===== src/rtl/rtcb_pkg.sv =====
package rtcb_pkg;

  typedef enum logic [2:0] {
    SEL_NONE,
    SEL_CTRL,
    SEL_DATE,
    SEL_TIME,
    SEL_GP
  } sel_e;

  localparam int DATA_W        = 32;
  localparam int FLAG_DATE_BIT = 7;
  localparam int FLAG_TIME_BIT = 8;

  // Length of a month; out-of-range month codes fall back to 31 days.
  function automatic logic [7:0] month_len(input logic [7:0] month, input logic leap);
    logic [7:0] len;
    case (month)
      8'd2:                     len = leap ? 8'd29 : 8'd28;
      8'd4, 8'd6, 8'd9, 8'd11:  len = 8'd30;
      default:                  len = 8'd31;
    endcase
    return len;
  endfunction

endpackage


===== src/rtl/rtcb_decode.sv =====
module rtcb_decode
  import rtcb_pkg::*;
#(
  parameter int LAYOUT   = 0,
  parameter int ADDR_W   = 10,
  parameter int NUM_GP   = 4,
  parameter int GP_IDX_W = 2
) (
  input  logic [ADDR_W-1:0]   addr,
  output sel_e                sel,
  output logic [GP_IDX_W-1:0] gp_idx
);

  localparam logic [ADDR_W-1:0] OFS_CTRL   = '0;
  localparam logic [ADDR_W-1:0] OFS_DATE   = (LAYOUT == 0) ? ADDR_W'(4)  : ADDR_W'(16);
  localparam logic [ADDR_W-1:0] OFS_TIME   = (LAYOUT == 0) ? ADDR_W'(8)  : ADDR_W'(20);
  localparam int                GP_BASE    = (LAYOUT == 0) ? 32 : 256;
  localparam logic [ADDR_W-1:0] OFS_GP     = ADDR_W'(GP_BASE);
  localparam logic [ADDR_W-1:0] OFS_GP_END = ADDR_W'(GP_BASE + 4 * NUM_GP);

  logic [ADDR_W-1:0] gp_ofs;

  always_comb begin
    sel    = SEL_NONE;
    gp_ofs = addr - OFS_GP;
    gp_idx = GP_IDX_W'(gp_ofs >> 2);
    if (addr[1:0] == 2'b00) begin
      if (addr == OFS_CTRL)                          sel = SEL_CTRL;
      else if (addr == OFS_DATE)                     sel = SEL_DATE;
      else if (addr == OFS_TIME)                     sel = SEL_TIME;
      else if (addr >= OFS_GP && addr < OFS_GP_END)  sel = SEL_GP;
    end
  end

endmodule


===== src/rtl/rtcb_calendar.sv =====
module rtcb_calendar
  import rtcb_pkg::*;
#(
  parameter int BASE_YEAR = 2000
) (
  input  logic              tick,
  input  logic [DATA_W-1:0] time_q,
  input  logic [DATA_W-1:0] date_q,
  output logic [DATA_W-1:0] time_nx,
  output logic [DATA_W-1:0] date_nx
);

  localparam logic [1:0] YR_MOD = 2'(BASE_YEAR % 4);

  logic [5:0]  sec, mins;
  logic [4:0]  hr;
  logic [2:0]  wday;
  logic [7:0]  day, mon, mlen;
  logic [15:0] yr;
  logic [1:0]  ysum;
  logic        sec_wrap, min_wrap, hr_wrap, day_wrap, mon_wrap;

  always_comb begin
    sec  = time_q[5:0];
    mins = time_q[13:8];
    hr   = time_q[20:16];
    wday = time_q[31:29];
    day  = date_q[7:0];
    mon  = date_q[15:8];
    yr   = date_q[31:16];
    ysum = yr[1:0] + YR_MOD;
    mlen = month_len(mon, ysum == 2'b00);

    sec_wrap = sec >= 6'd59;
    min_wrap = sec_wrap && (mins >= 6'd59);
    hr_wrap  = min_wrap && (hr >= 5'd23);
    day_wrap = hr_wrap && (day >= mlen);
    mon_wrap = day_wrap && (mon >= 8'd12);

    time_nx = time_q;
    date_nx = date_q;
    if (tick) begin
      time_nx[5:0] = sec_wrap ? 6'd0 : sec + 6'd1;
      if (sec_wrap) time_nx[13:8]  = min_wrap ? 6'd0 : mins + 6'd1;
      if (min_wrap) time_nx[20:16] = hr_wrap ? 5'd0 : hr + 5'd1;
      if (hr_wrap) begin
        time_nx[31:29] = (wday >= 3'd6) ? 3'd0 : wday + 3'd1;
        date_nx[7:0]   = day_wrap ? 8'd1 : day + 8'd1;
      end
      if (day_wrap) date_nx[15:8]  = mon_wrap ? 8'd1 : mon + 8'd1;
      if (mon_wrap) date_nx[31:16] = yr + 16'd1;
    end
  end

endmodule


===== src/rtl/rtcb_scratch.sv =====
module rtcb_scratch
  import rtcb_pkg::*;
#(
  parameter int NUM_GP   = 4,
  parameter int GP_IDX_W = 2
) (
  input  logic                clk,
  input  logic                rst_n,
  input  logic                wr_en,
  input  logic [GP_IDX_W-1:0] idx,
  input  logic [DATA_W-1:0]   wr_data,
  output logic [DATA_W-1:0]   rd_data
);

  logic [DATA_W-1:0] bank [NUM_GP];

  for (genvar g = 0; g < NUM_GP; g++) begin : g_word
    logic [DATA_W-1:0] word_q;
    logic              word_ce;

    assign word_ce = wr_en && (idx == GP_IDX_W'(g));

    always_ff @(posedge clk or negedge rst_n) begin
      if (!rst_n)       word_q <= '0;
      else if (word_ce) word_q <= wr_data;
    end

    assign bank[g] = word_q;
  end

  assign rd_data = bank[idx];

  // without a write, a word held at a steady index reads back unchanged
  a_r4_hold_without_write: assert property (@(posedge clk) disable iff (!rst_n)
    !wr_en ##1 $stable(idx) |-> $stable(rd_data));

endmodule


===== src/rtl/rtcb_regbank.sv =====
module rtcb_regbank
  import rtcb_pkg::*;
#(
  parameter int          LAYOUT      = 0,
  parameter int          ADDR_W      = 10,
  parameter int          BASE_YEAR   = 2000,
  parameter logic [31:0] PRESET_DATE = 32'h0000_0101,
  parameter logic [31:0] PRESET_TIME = 32'h0000_0000
) (
  input  logic              clk,
  input  logic              rst_n,
  input  logic [ADDR_W-1:0] addr,
  input  logic              wr_en,
  input  logic [31:0]       wr_data,
  input  logic              rd_en,
  output logic [31:0]       rd_data,
  input  logic              tick
);

  localparam int NUM_GP   = (LAYOUT == 0) ? 4 : 8;
  localparam int GP_IDX_W = $clog2(NUM_GP);

  // Reset: asserted asynchronously, released after two clock edges
  logic rs_meta, rs_n;
  always_ff @(posedge clk or negedge rst_n) begin
    if (!rst_n) {rs_n, rs_meta} <= 2'b00;
    else        {rs_n, rs_meta} <= {rs_meta, 1'b1};
  end

  sel_e                sel;
  logic [GP_IDX_W-1:0] gp_idx;

  rtcb_decode #(
    .LAYOUT(LAYOUT), .ADDR_W(ADDR_W), .NUM_GP(NUM_GP), .GP_IDX_W(GP_IDX_W)
  ) u_decode (
    .addr(addr), .sel(sel), .gp_idx(gp_idx)
  );

  logic wr_date, wr_time, wr_gp, rd_ctrl;
  assign wr_date = wr_en && (sel == SEL_DATE);
  assign wr_time = wr_en && (sel == SEL_TIME);
  assign wr_gp   = wr_en && (sel == SEL_GP);
  assign rd_ctrl = rd_en && (sel == SEL_CTRL);

  logic [DATA_W-1:0] date_q, time_q, date_d, time_d, cal_date, cal_time;
  logic              flag_date_q, flag_time_q, flag_date_d, flag_time_d;

  rtcb_calendar #(.BASE_YEAR(BASE_YEAR)) u_calendar (
    .tick(tick), .time_q(time_q), .date_q(date_q),
    .time_nx(cal_time), .date_nx(cal_date)
  );

  logic [DATA_W-1:0] gp_rdata;
  rtcb_scratch #(.NUM_GP(NUM_GP), .GP_IDX_W(GP_IDX_W)) u_scratch (
    .clk(clk), .rst_n(rs_n), .wr_en(wr_gp), .idx(gp_idx),
    .wr_data(wr_data), .rd_data(gp_rdata)
  );

  // Next state: a bus write outranks the tick for the word it targets
  always_comb begin
    date_d      = wr_date ? wr_data : cal_date;
    time_d      = wr_time ? wr_data : cal_time;
    flag_date_d = flag_date_q;
    flag_time_d = flag_time_q;
    if (rd_ctrl) begin
      flag_date_d = 1'b0;
      flag_time_d = 1'b0;
    end
    if (wr_date) flag_date_d = 1'b1;
    if (wr_time) flag_time_d = 1'b1;
  end

  always_ff @(posedge clk or negedge rs_n) begin
    if (!rs_n) begin
      date_q      <= PRESET_DATE;
      time_q      <= PRESET_TIME;
      flag_date_q <= 1'b0;
      flag_time_q <= 1'b0;
    end else begin
      date_q      <= date_d;
      time_q      <= time_d;
      flag_date_q <= flag_date_d;
      flag_time_q <= flag_time_d;
    end
  end

  logic [DATA_W-1:0] ctrl_word, rd_mux;
  always_comb begin
    ctrl_word                = '0;
    ctrl_word[FLAG_DATE_BIT] = flag_date_q;
    ctrl_word[FLAG_TIME_BIT] = flag_time_q;
    case (sel)
      SEL_CTRL: rd_mux = ctrl_word;
      SEL_DATE: rd_mux = date_q;
      SEL_TIME: rd_mux = time_q;
      SEL_GP:   rd_mux = gp_rdata;
      default:  rd_mux = '0;
    endcase
    rd_data = rd_en ? rd_mux : '0;
  end

  // date and time writes land and raise their own flag
  a_r2_date_write_flags: assert property (@(posedge clk) disable iff (!rs_n)
    wr_date |=> (flag_date_q && date_q == $past(wr_data)));
  a_r2_time_write_flags: assert property (@(posedge clk) disable iff (!rs_n)
    wr_time |=> (flag_time_q && time_q == $past(wr_data)));
  // a control read leaves both flags low afterwards
  a_r3_read_clears_flags: assert property (@(posedge clk) disable iff (!rs_n)
    rd_ctrl |=> (!flag_date_q && !flag_time_q));
  // flags move only on a date/time write or a control read
  a_r3_flags_hold: assert property (@(posedge clk) disable iff (!rs_n)
    !(wr_date || wr_time || rd_ctrl) |=> $stable({flag_date_q, flag_time_q}));
  // idle or unmapped accesses read zero
  a_r6_unmapped_zero: assert property (@(posedge clk) disable iff (!rs_n)
    (!rd_en || sel == SEL_NONE) |-> (rd_data == '0));
  // a tick below the seconds wrap adds exactly one second
  a_r7_second_step: assert property (@(posedge clk) disable iff (!rs_n)
    (tick && !wr_time && time_q[5:0] < 6'd59) |=>
      (time_q[5:0] == $past(time_q[5:0]) + 6'd1));
  // the written time wins over a coincident tick
  a_r10_write_beats_tick: assert property (@(posedge clk) disable iff (!rs_n)
    (tick && wr_time) |=> (time_q == $past(wr_data)));

endmodule


===== config.mk =====
export PLATFORM = sky130hd
export DESIGN_NAME = rtcb_regbank
export DESIGN_NICKNAME = d
export VERILOG_FILES = /design/src/rtl/rtcb_pkg.sv /design/src/rtl/rtcb_decode.sv /design/src/rtl/rtcb_calendar.sv /design/src/rtl/rtcb_scratch.sv /design/src/rtl/rtcb_regbank.sv
export SDC_FILE = /design/constraint.sdc
export NUM_CORES = 1
export LEC_CHECK = 0
export BUFFER_PORTS_ARGS = -buffer_cell sky130_fd_sc_hd__buf_2
export CORE_MARGIN = 4
export CORE_UTILIZATION = 35
export CTS_BUF_LIST = sky130_fd_sc_hd__clkbuf_8
export DETAILED_ROUTE_END_ITERATION = 8
export SYNTH_ARGS = -nofsm -noshare
export SYNTH_HDL_FRONTEND = slang
export SYNTH_SLANG_ARGS = --single-unit
export TNS_END_PERCENT = 10

===== constraint.sdc =====
create_clock -name clk -period 6.8 [get_ports clk]
set_clock_uncertainty 0.1 [all_clocks]
set_input_delay 0.68 -clock clk [delete_from_list [all_inputs] [get_ports clk]]
set_output_delay 0.68 -clock clk [all_outputs]
set_load 0.02 [all_outputs]

==> summary.md, run 1 <==
| Metric | Value |
|---|---|
| Clock Path Buffers | `2` |
| Fmax | `236.0 MHz` |
| Syn-to-layout area delta | `11.14%` |
| Sequential power share | `56.8%` |
| I/O pin count | `79` |
| I/O Buffers | `78` |
| Cells after Synth | `892` |
| Gate power share | `7.0%` |
| Mapped Nets | `953` |
| PD cells | `195.5 nW/um^2` |
| Net Sw Power | `599.8 uW` |
| Clk root buf | `clkbuf_8` |
| Post-route cell area | `11,310 sq um` |
| Routed len/inst | `19.59 um` |
| Largest net degree at the start of global routing | `72` |
| DP Worst Slack | `2556 ps` |
| Final Power | `2.210 mW` |
| Detailed Place HPWL | `17,960 um` |
| Sw Share | `27.14%` |
| Share of cells above drive strength 1 | `31.71%` |
| Post-DP Area | `10,880 sq um` |
| Global-route wire length before repair | `42,190 um` |
| Worst Hold Slack | `262.1 ps` |
| TritonCTS buffer count | `17` |
| Worst EP arrival | `3460 ps` |
| Die Span X | `178.5 um` |
| Vias per cell | `5.409` |
| Largest cells by area after synthesis | `dfrtp_1 48%, mux2_2 14%, mux4_2 7.1%` |
| Max IR drop VDD | `101.5 uV` |
| Slew @ Worst Pin | `907.0 ps` |
| CTS tree | `done` |
| Hold Path Class | `flop to flop` |
| Total Routing Usage GR | `16.99%` |
| Async SR Flop Fraction | `100.0%` |
| Vias in the first global route | `7,310` |
| Post-synth EDFFs | `0` |
| Hold Vio Cnt, Final | `0` |
| Die Ht | `178.5 um` |
| Antenna cell count | `0` |
| Part of the Yosys area used for sequential elements | `48.23%` |
| Core footprint | `28,700 sq um` |
| Tcrit/Tclk final | `62.31%` |
| Crit-path max FO | `39` |
| # resized after CTS | `0` |
| Routed WL | `26,430 um` |
| Initial antenna violation count | `1` |
| CTS clk-pin slew, worst paths | `110 ps` |
| Relative slew slack | `39.53%` |
| Slew Limit Fails | `0` |
| Crit Path Class | `input pin to output port` |
| Routed via count | `7,297` |
| DRC | `0` |
| Worst Setup Start Kind | `input pin` |
| ANT nets after route | `0` |
| Cell count after placement | `1,316` |
| DIE AREA | `31,860 sq um` |
| Max Cap Viol | `0` |
| GRT overflow | `0` |
| Post-route minimum period | `4237 ps` |
| Prevailing post-synth register cell | `dfrtp_1` |
| First-pass DRT Iterations | `5` |
| P_int | `1.611 mW` |
| Area leader, netlist | `dfrtp_1` |
| Final nets | `1,013` |
| Latest clock arrival within the worst-skew pair | `480 ps` |
| Initial core utilization | `35.45%` |
| Synthesized area | `10,170 sq um` |
| Synth Warn # | `0` |
| Worst EP required | `6020 ps` |
| Setup_tns | `0 ps` |
| Final worst slack | `2563 ps` |
| Library cells used by synthesis | `66` |
| Commonest non-fill, non-tap cell in the layout | `dfrtp_1` |
| Placer congestion estimate | `0.8201` |
| DRT iter0 DRCs | `509` |
| Status | `finished, final reports clean` |
| Top cell type's share of synthesized area | `47.71%` |
| Clk network pwr share | `36.2%` |
| Syn Area/Cell | `11.41 sq um` |
| Final setup fails | `0` |
| CP endpoint kind | `output port` |
| Clock sink total | `196` |
| Leak | `5.234 nW` |
| RSZ-0062 raised after global routing | `false` |
| Post-route insts no fill | `1,349` |
| Site Rows | `62` |
| #FFs+latches synth | `196` |
| H-Tree Depth | `4` |
| Final core occ | `39.40%` |
| Most frequent cells in the layout | `193 x dfrtp_1, 125 x mux2_2, 110 x nand2_1` |
==> worst max-delay path, stage by stage <==
cell and delay (ps):
buf_2 70, buf_4 530, xnor2_1 210, nor4_1 200, nand2_1 160, nor2_2 600, buf_4 380, a22oi_1 140
a21oi_1 260, buf_2 210
==> final timing paths <==
| path | start | to | slack, ps | cells after the start |
|---|---|---|---|---|
| worst min-delay path | rs_meta$_DFF_PN0_ | rs_n$_DFF_PN0_ | 260 | 0 |
| worst max-delay path | addr[3] | rd_data[13] | 2560 | 10 |
| max in group asynchronous | rs_n$_DFF_PN0_ | date_q[28]$_DFFE_PN0P_ | 4820 | 1 |
| min in group asynchronous | rs_n$_DFF_PN0_ | u_scratch.g_word[0].word_q[10]$_DFFE_PN0P_ | 350 | 0 |
| worst max register to register | date_q[15]$_DFFE_PN0P_ | date_q[31]$_DFFE_PN0P_ | 3810 | 9 |
| worst min register to register | rs_meta$_DFF_PN0_ | rs_n$_DFF_PN0_ | 260 | 0 |
==> power by group through the flow <==
stage	Clock [mW]	Combinational [mW]	Sequential, mW
final	0.800	0.155	1.25
after global routing	0.863	0.175	1.26
after CTS	0.822	0.158	1.26
after detailed placement	0	0.156	1.28
after global placement	0	0.153	1.28
after floorplan	0	0.0982	1.26
==> Yosys cell counts, types with 18 or more instances <==
library cell / count
nor2_1: 47
o21ai_0: 25
nand3_1: 24
dfrtp_1: 194
mux2_2: 125
clkbuf_1: 18
a21oi_1: 78
nand2_1: 110
mux4_2: 32
buf_2: 20
a22oi_1: 35
==> metal layers <==
metal	wire, um	part of all wire [%]	global-route usage, %
met1	12580	48	24.68
met2	12200	46	26.50
met3	1281	4.8	2.967
met4	367	1.4	4.221
met5	7	0.026	0
==> timing repair <==
item | in CTS | in global routing
buffers inserted | 0 | 0
hold endpoints to repair | 2 | 0
hold buffers | 1 | 0
==> kinds of logic after synthesis <==
family                     synth area share, %
AOI/OAI and AO/OA                        11.40
xor gates and xnor gates                 1.377
adders and majority gates                1.722
buffers and inverters                    3.345
DFF                                      48.23
muxes                                    21.54
other                                  0.03686
and+or+nand+nor                          12.35
==> state kept, by name, summed over array words and instances, names as in the netlist <==
signal	flops
u_scratch.g_word.word_q	128
date_q	32
time_q	32
flag_date_q	1
flag_time_q	1
rs_meta	1
rs_n	1
==> final cells by class <==
cell class                      instances  area (sq um)
Clock buffer                           18         247.7
Clock inverter                         14         166.4
Fill cell                            2817         17390
Inverter                               14         52.55
Multi-Input combinational cell        629          4937
Sequential cell                       196          4911
Tap cell                              384         480.5
Timing Repair Buffer                   94         513.0
Power figures use the tool's default switching activity.
==> inputs of run 2 (changes only) <==
==> constraint.sdc (replaced) <==
create_clock -name clk -period 3.55 [get_ports clk]
set_clock_uncertainty 0.1 [all_clocks]
set_input_delay 0.355 -clock clk [delete_from_list [all_inputs] [get_ports clk]]
set_output_delay 0.355 -clock clk [all_outputs]
set_load 0.02 [all_outputs]
==> summary.md, run 2 (synthesis gave the netlist of run 1 again) <==
| Metric | Value |
|---|---|
| Status | `finished, final reports clean` |
| Fillers | `2,815` |
| Site Rows | `62` |
| Max Cap Viol | `0` |
| Antenna cell count | `0` |
| Worst EP arrival | `3250 ps` |
| Final nets | `1,020` |
| Hold Path Class | `input pin to flop` |
| Die Ht | `178.5 um` |
| Clock sink total | `196` |
| Relative slew slack | `51.25%` |
| CP endpoint kind | `flop` |
| Worst EP required | `3850 ps` |
| Crit Path Class | `flop to flop` |
| RSZ-0062 raised after global routing | `false` |
| Crit-path cells | `nor4_1 > nand4_1 > ha_1 > nand2b_1 > and3_1 > o2111a_1 > nand4_1 > xor2_1 > a21oi_1` |
| Leak | `5.304 nW` |
| Most used cell, CP | `nand4_1` |
| Global-route wire length before repair | `41,740 um` |
| Worst hold start | `wr_data[23]` |
| Tcrit/Tclk final | `82.96%` |
| Max FFs per register | `128` |
| Syn-to-layout area delta | `12.31%` |
| Multi-input gate area | `4937 sq um` |
| First-pass DRT Iterations | `5` |
| Largest regs | `u_scratch.g_word.word_q: 128 flops, date_q: 32 flops, time_q: 32 flops` |
| Clk root buf | `clkbuf_8` |
| Worst Setup Start Kind | `flop` |
| Slowest cell delay on critical path | `570 ps` |
| H-Tree Depth | `4` |
| Commonest non-fill, non-tap cell in the layout | `dfrtp_1` |
| DIE AREA | `31,860 sq um` |
| Routed WL | `25,600 um` |
| Vias in the first global route | `7,517` |
| Max IR drop VDD | `215.0 uV` |
| # resized after CTS | `0` |
| Slew @ Worst Pin | `731.3 ps` |
| Post-route minimum period | `2945 ps` |
| Total Routing Usage GR | `16.58%` |
| Final core occ | `39.81%` |
| Crit-path max FO | `9` |
| R2R Path Start | `date_q[15]$_DFFE_PN0P_` |
| Routed len/inst | `18.88 um` |
| Most frequent cells in the layout | `193 x dfrtp_1, 125 x mux2_2, 110 x nand2_1` |
| Routed via count | `7,362` |
| DRT iter0 DRCs | `503` |
| CTS clk-pin slew, worst paths | `100 ps` |
| TritonCTS buffer count | `17` |
| Setup Buffers After CTS | `0` |
| Largest net degree at the start of global routing | `52` |
| GRT overflow | `0` |
| Crit-path slowest cell | `nor4_1` |
| Clock Path Buffers | `2` |
| Register area | `4911 sq um` |
| Latest clock arrival within the worst-skew pair | `480 ps` |
| Core footprint | `28,700 sq um` |
| ANT nets after route | `0` |
| Slew Limit Fails | `0` |
| Setup_tns | `0 ps` |
| Share of cells above drive strength 1 | `32.10%` |
| CP Launch Point | `date_q[15]$_DFFE_PN0P_` |
| Worst Hold Slack | `49.20 ps` |
| Final setup fails | `0` |
| I/O pin count | `79` |
| Vias per cell | `5.429` |
| CTS tree | `done` |
| Hold Vio Cnt, Final | `0` |
| Die Span X | `178.5 um` |
| Initial core utilization | `35.45%` |
| Most flop-heavy register | `u_scratch.g_word.word_q` |
| Detailed Place HPWL | `17,070 um` |
| Initial antenna violation count | `0` |
| DRC | `0` |
| Fmax | `339.5 MHz` |
| PD cells | `373.1 nW/um^2` |
| I/O Buffers | `78` |
| Placer congestion estimate | `0.8231` |
## run 2: worst paths after layout
kind / cells after the start / to / slack, ps
max: 9 / date_q[20]$_DFFE_PN0P_ / 600
min: 3 / time_q[23]$_DFFE_PN0P_ / 50
max reg2reg: 9 / date_q[20]$_DFFE_PN0P_ / 600
min reg2reg: 0 / rs_n$_DFF_PN0_ / 270
max in group asynchronous: 1 / u_scratch.g_word[2].word_q[24]$_DFFE_PN0P_ / 2210
min in group asynchronous: 2 / rs_n$_DFF_PN0_ / 70
## run 2: power by group
| part | total [mW] | switching [mW] | internal [mW] | leakage, nW |
|---|---|---|---|---|
| clock network | 1.57 | 0.846 | 0.719 | 0.218 |
| logic | 0.309 | 0.178 | 0.131 | 2.39 |
| registers | 2.39 | 0.0954 | 2.29 | 2.70 |
| total | 4.26 | 1.12 | 3.14 | 5.30 |
## run 2: metal layers
metal | vias to the layer above | wire [um] | global-route usage [%]
met3 | 27 | 834 | 2.522
met1 | 3764 | 12340 | 23.84
met2 | 159 | 12100 | 26.63
met4 | 0 | 321 | 3.742
met5 | - | 0 | 0
li1 | 3412 | - | -
## run 2: stage by stage
step	std cells	power (mW)	area (sq um)	setup WS, ps
2_1_floorplan	892	2.607	10180	221.3
3_3_place_gp	1323	2.736	10990	629.6
3_5_place_dp	1323	2.744	10990	624.0
4_1_cts	1356	4.310	11430	586.9
5_1_grt	1356	4.445	11430	284.1
6_report	1356	4.264	11430	604.8
## run 2: cell type report
cell class	instances	share of cell area (%)
Sequential cell	196	42.98
Clock buffer	17	2.048
Tap cell	384	4.205
Timing Repair Buffer	101	5.387
Inverter	14	0.4599
Clock inverter	15	1.719
Multi-Input combinational cell	629	43.21
## run 2: timing repair
| action | 4_1_cts | 5_1_grt |
|---|---|---|
| hold buffers | 1 | 0 |
| endpoints found under the hold margin | 2 | 0 |
| endpoints found under the setup margin | 0 | 0 |
## run 2: critical path: cells and delay by family (launching register included)
kind	cells	cell delay, ps
DFF	1	420
and+or+nand+nor	5	1280
AOI/OAI and AO/OA	2	600
adders and majority gates	1	310
xor gates and xnor gates	1	170
==> inputs of run 3 (changes only) <==
==> constraint.sdc (replaced) <==
create_clock -name clk -period 2.4 [get_ports clk]
set_clock_uncertainty 0.1 [all_clocks]
set_input_delay 0.24 -clock clk [delete_from_list [all_inputs] [get_ports clk]]
set_output_delay 0.24 -clock clk [all_outputs]
set_load 0.02 [all_outputs]
==> summary.md, run 3 (synthesis gave the netlist of run 1 again) <==
| Metric | Value |
|---|---|
| Commonest non-fill, non-tap cell in the layout | `dfrtp_1` |
| Relative slew slack | `66.55%` |
| Total Routing Usage GR | `17.01%` |
| Initial core utilization | `35.45%` |
| Initial antenna violation count | `0` |
| I/O Buffers | `78` |
| Final core occ | `43.19%` |
| Hold Vio Cnt, Final | `0` |
| Most used cell, CP | `ha_1` |
| DIE AREA | `31,860 sq um` |
| DRC | `0` |
| Crit-path max FO | `6` |
| DRT iter0 DRCs | `600` |
| H-Tree Depth | `4` |
| Final worst slack | `-295.5 ps` |
| Final nets | `1,106` |
| Status | `finished with violations` |
| Fillers | `2,788` |
| Clock sink total | `196` |
| Register-to-Register Path Depth | `12` |
| Hold Path Class | `flop to asynchronous set/reset pin` |
| Most frequent cells in the layout | `193 x dfrtp_1, 125 x mux2_2, 108 x nand2_1` |
| Die Span X | `178.5 um` |
| Tcrit/Tclk final | `112.3%` |
| Max IR drop VDD | `284.5 uV` |
| Syn-to-layout area delta | `21.83%` |
| Slowest cell delay on critical path | `600 ps` |
| Clk root buf | `clkbuf_8` |
| Clock Path Buffers | `2` |
| Largest regs | `u_scratch.g_word.word_q: 128 flops, date_q: 32 flops, time_q: 32 flops` |
| Slew Limit Fails | `0` |
| Placer congestion estimate | `0.8593` |
| Largest net degree at the start of global routing | `68` |
| Crit path buf inv count | `1` |
| I/O pin count | `79` |
| Routed WL | `26,350 um` |
| GRT overflow | `0` |
| Latest clock arrival within the worst-skew pair | `470 ps` |
| Worst Hold Slack | `121.7 ps` |
| CP Launch Point | `date_q[8]$_DFFE_PN1P_` |
| Crit Path Class | `flop to flop` |
| Share of cells above drive strength 1 | `36.39%` |
| CTS tree | `done` |
| Core footprint | `28,700 sq um` |
| Routed len/inst | `18.27 um` |
| R2R Path Start | `date_q[8]$_DFFE_PN1P_` |
| Global-route wire length before repair | `43,040 um` |
| Detailed Place HPWL | `18,190 um` |
| Worst EP required | `2640 ps` |
| R2R Setup Slk | `-300 ps` |
| First-pass DRT Iterations | `5` |
| Post-route insts no fill | `1,442` |
| TritonCTS buffer count | `17` |
| CP delay by family, top | `simple AND/OR/NAND/NOR gates` |
| Worst Setup Start Kind | `flop` |
| Cell count after placement | `1,373` |
| Routed via count | `7,661` |
| Die Ht | `178.5 um` |
| Instance count on the critical path | `12` |
| Crit-path cells | `ha_1 > nor2_1 > o21ai_1 > nand4_1 > ha_1 > nand2b_4 > and3_4 > buf_6 > o2111ai_4 > nor4_4 > xnor2_1 > a21oi_1` |
| CP endpoint kind | `flop` |
| Vias per cell | `5.313` |
| Crit path to | `date_q[26]$_DFFE_PN0P_` |
| Max Cap Viol | `0` |
| Final Power | `6.234 mW` |
| Failing checks | `negative setup slack` |
| Leak | `5.773 nW` |
| Fmax | `371.0 MHz` |
| Vias in the first global route | `7,865` |
| ANT nets after route | `0` |
| RSZ-0062 raised after global routing | `true` |
| CTS clk-pin slew, worst paths | `120 ps` |
| Antenna cell count | `0` |
| Most flop-heavy register | `u_scratch.g_word.word_q` |
| Slew @ Worst Pin | `499.6 ps` |
| R2r endpoint | `date_q[26]$_DFFE_PN0P_` |
| Setup_tns | `-3564 ps` |
| Post-route minimum period | `2695 ps` |
| Site Rows | `62` |
| Worst EP arrival | `2940 ps` |
| Max FFs per register | `128` |
| PD cells | `502.9 nW/um^2` |
| Final setup fails | `25` |
| Crit-path slowest cell | `dfstp_2` |
## run 3: changes by cell type in the layout (fill, tap and decap cells not counted), sizes merged
cell,change
bufinv,-3
clkbuf,+1
dlygate4sd3,+34
buf,+52
clkinv,+2
## run 3: how the worst min path moves through the flow
stage / end / slack (ps) / depth (start not counted)
3_5_place_dp: rs_meta$_DFF_PN0_ / -70 / 1
4_1_cts: flag_time_q$_DFFE_PN0P_ / 90 / 5
2_1_floorplan: rs_meta$_DFF_PN0_ / -160 / 0
3_3_place_gp: rs_meta$_DFF_PN0_ / -70 / 1
5_1_grt: u_scratch.g_word[0].word_q[12]$_DFFE_PN0P_ / 150 / 0
6_report: u_scratch.g_word[1].word_q[12]$_DFFE_PN0P_ / 120 / 0
## run 3: where the power goes
group	total, mW	internal [mW]	switching (mW)
Clock	2.12	0.799	1.32
Combinational	0.629	0.292	0.337
Sequential	3.49	3.39	0.0938
## run 3: area by class of cell
cell class,count,area (sq um),share of cell area [%]
inverter,14,52.55,0.4239
multi-input combinational,629,5049,40.73
sequential,196,4911,39.62
timing repair buffer,187,1513,12.20
clock buffer,18,247.7,1.999
tap,384,480.5,3.876
clock inverter,14,142.6,1.151
## run 3: stage by stage
step	instance area, sq um	setup WS [ps]
3_5_place_dp	11520	-304.6
6_report	12400	-295.5
5_1_grt	12400	-413.4
2_1_floorplan	10180	-150.0
4_1_cts	12330	-215.7
3_3_place_gp	11520	-256.8
## run 3: routing by layer
metal	track usage, %	part of all wire (%)
met5	0	0
met4	3.838	1.0
met3	2.777	3.1
met2	27.99	49
met1	23.75	47
## run 3: timing repair
action                                  CTS  global route
endpoints found under the hold margin   184             0
endpoints found under the setup margin   30            47
buffers inserted                          2             0
pin swaps                                12            10
hold buffers                             35             0
gates resized for setup                  14            16
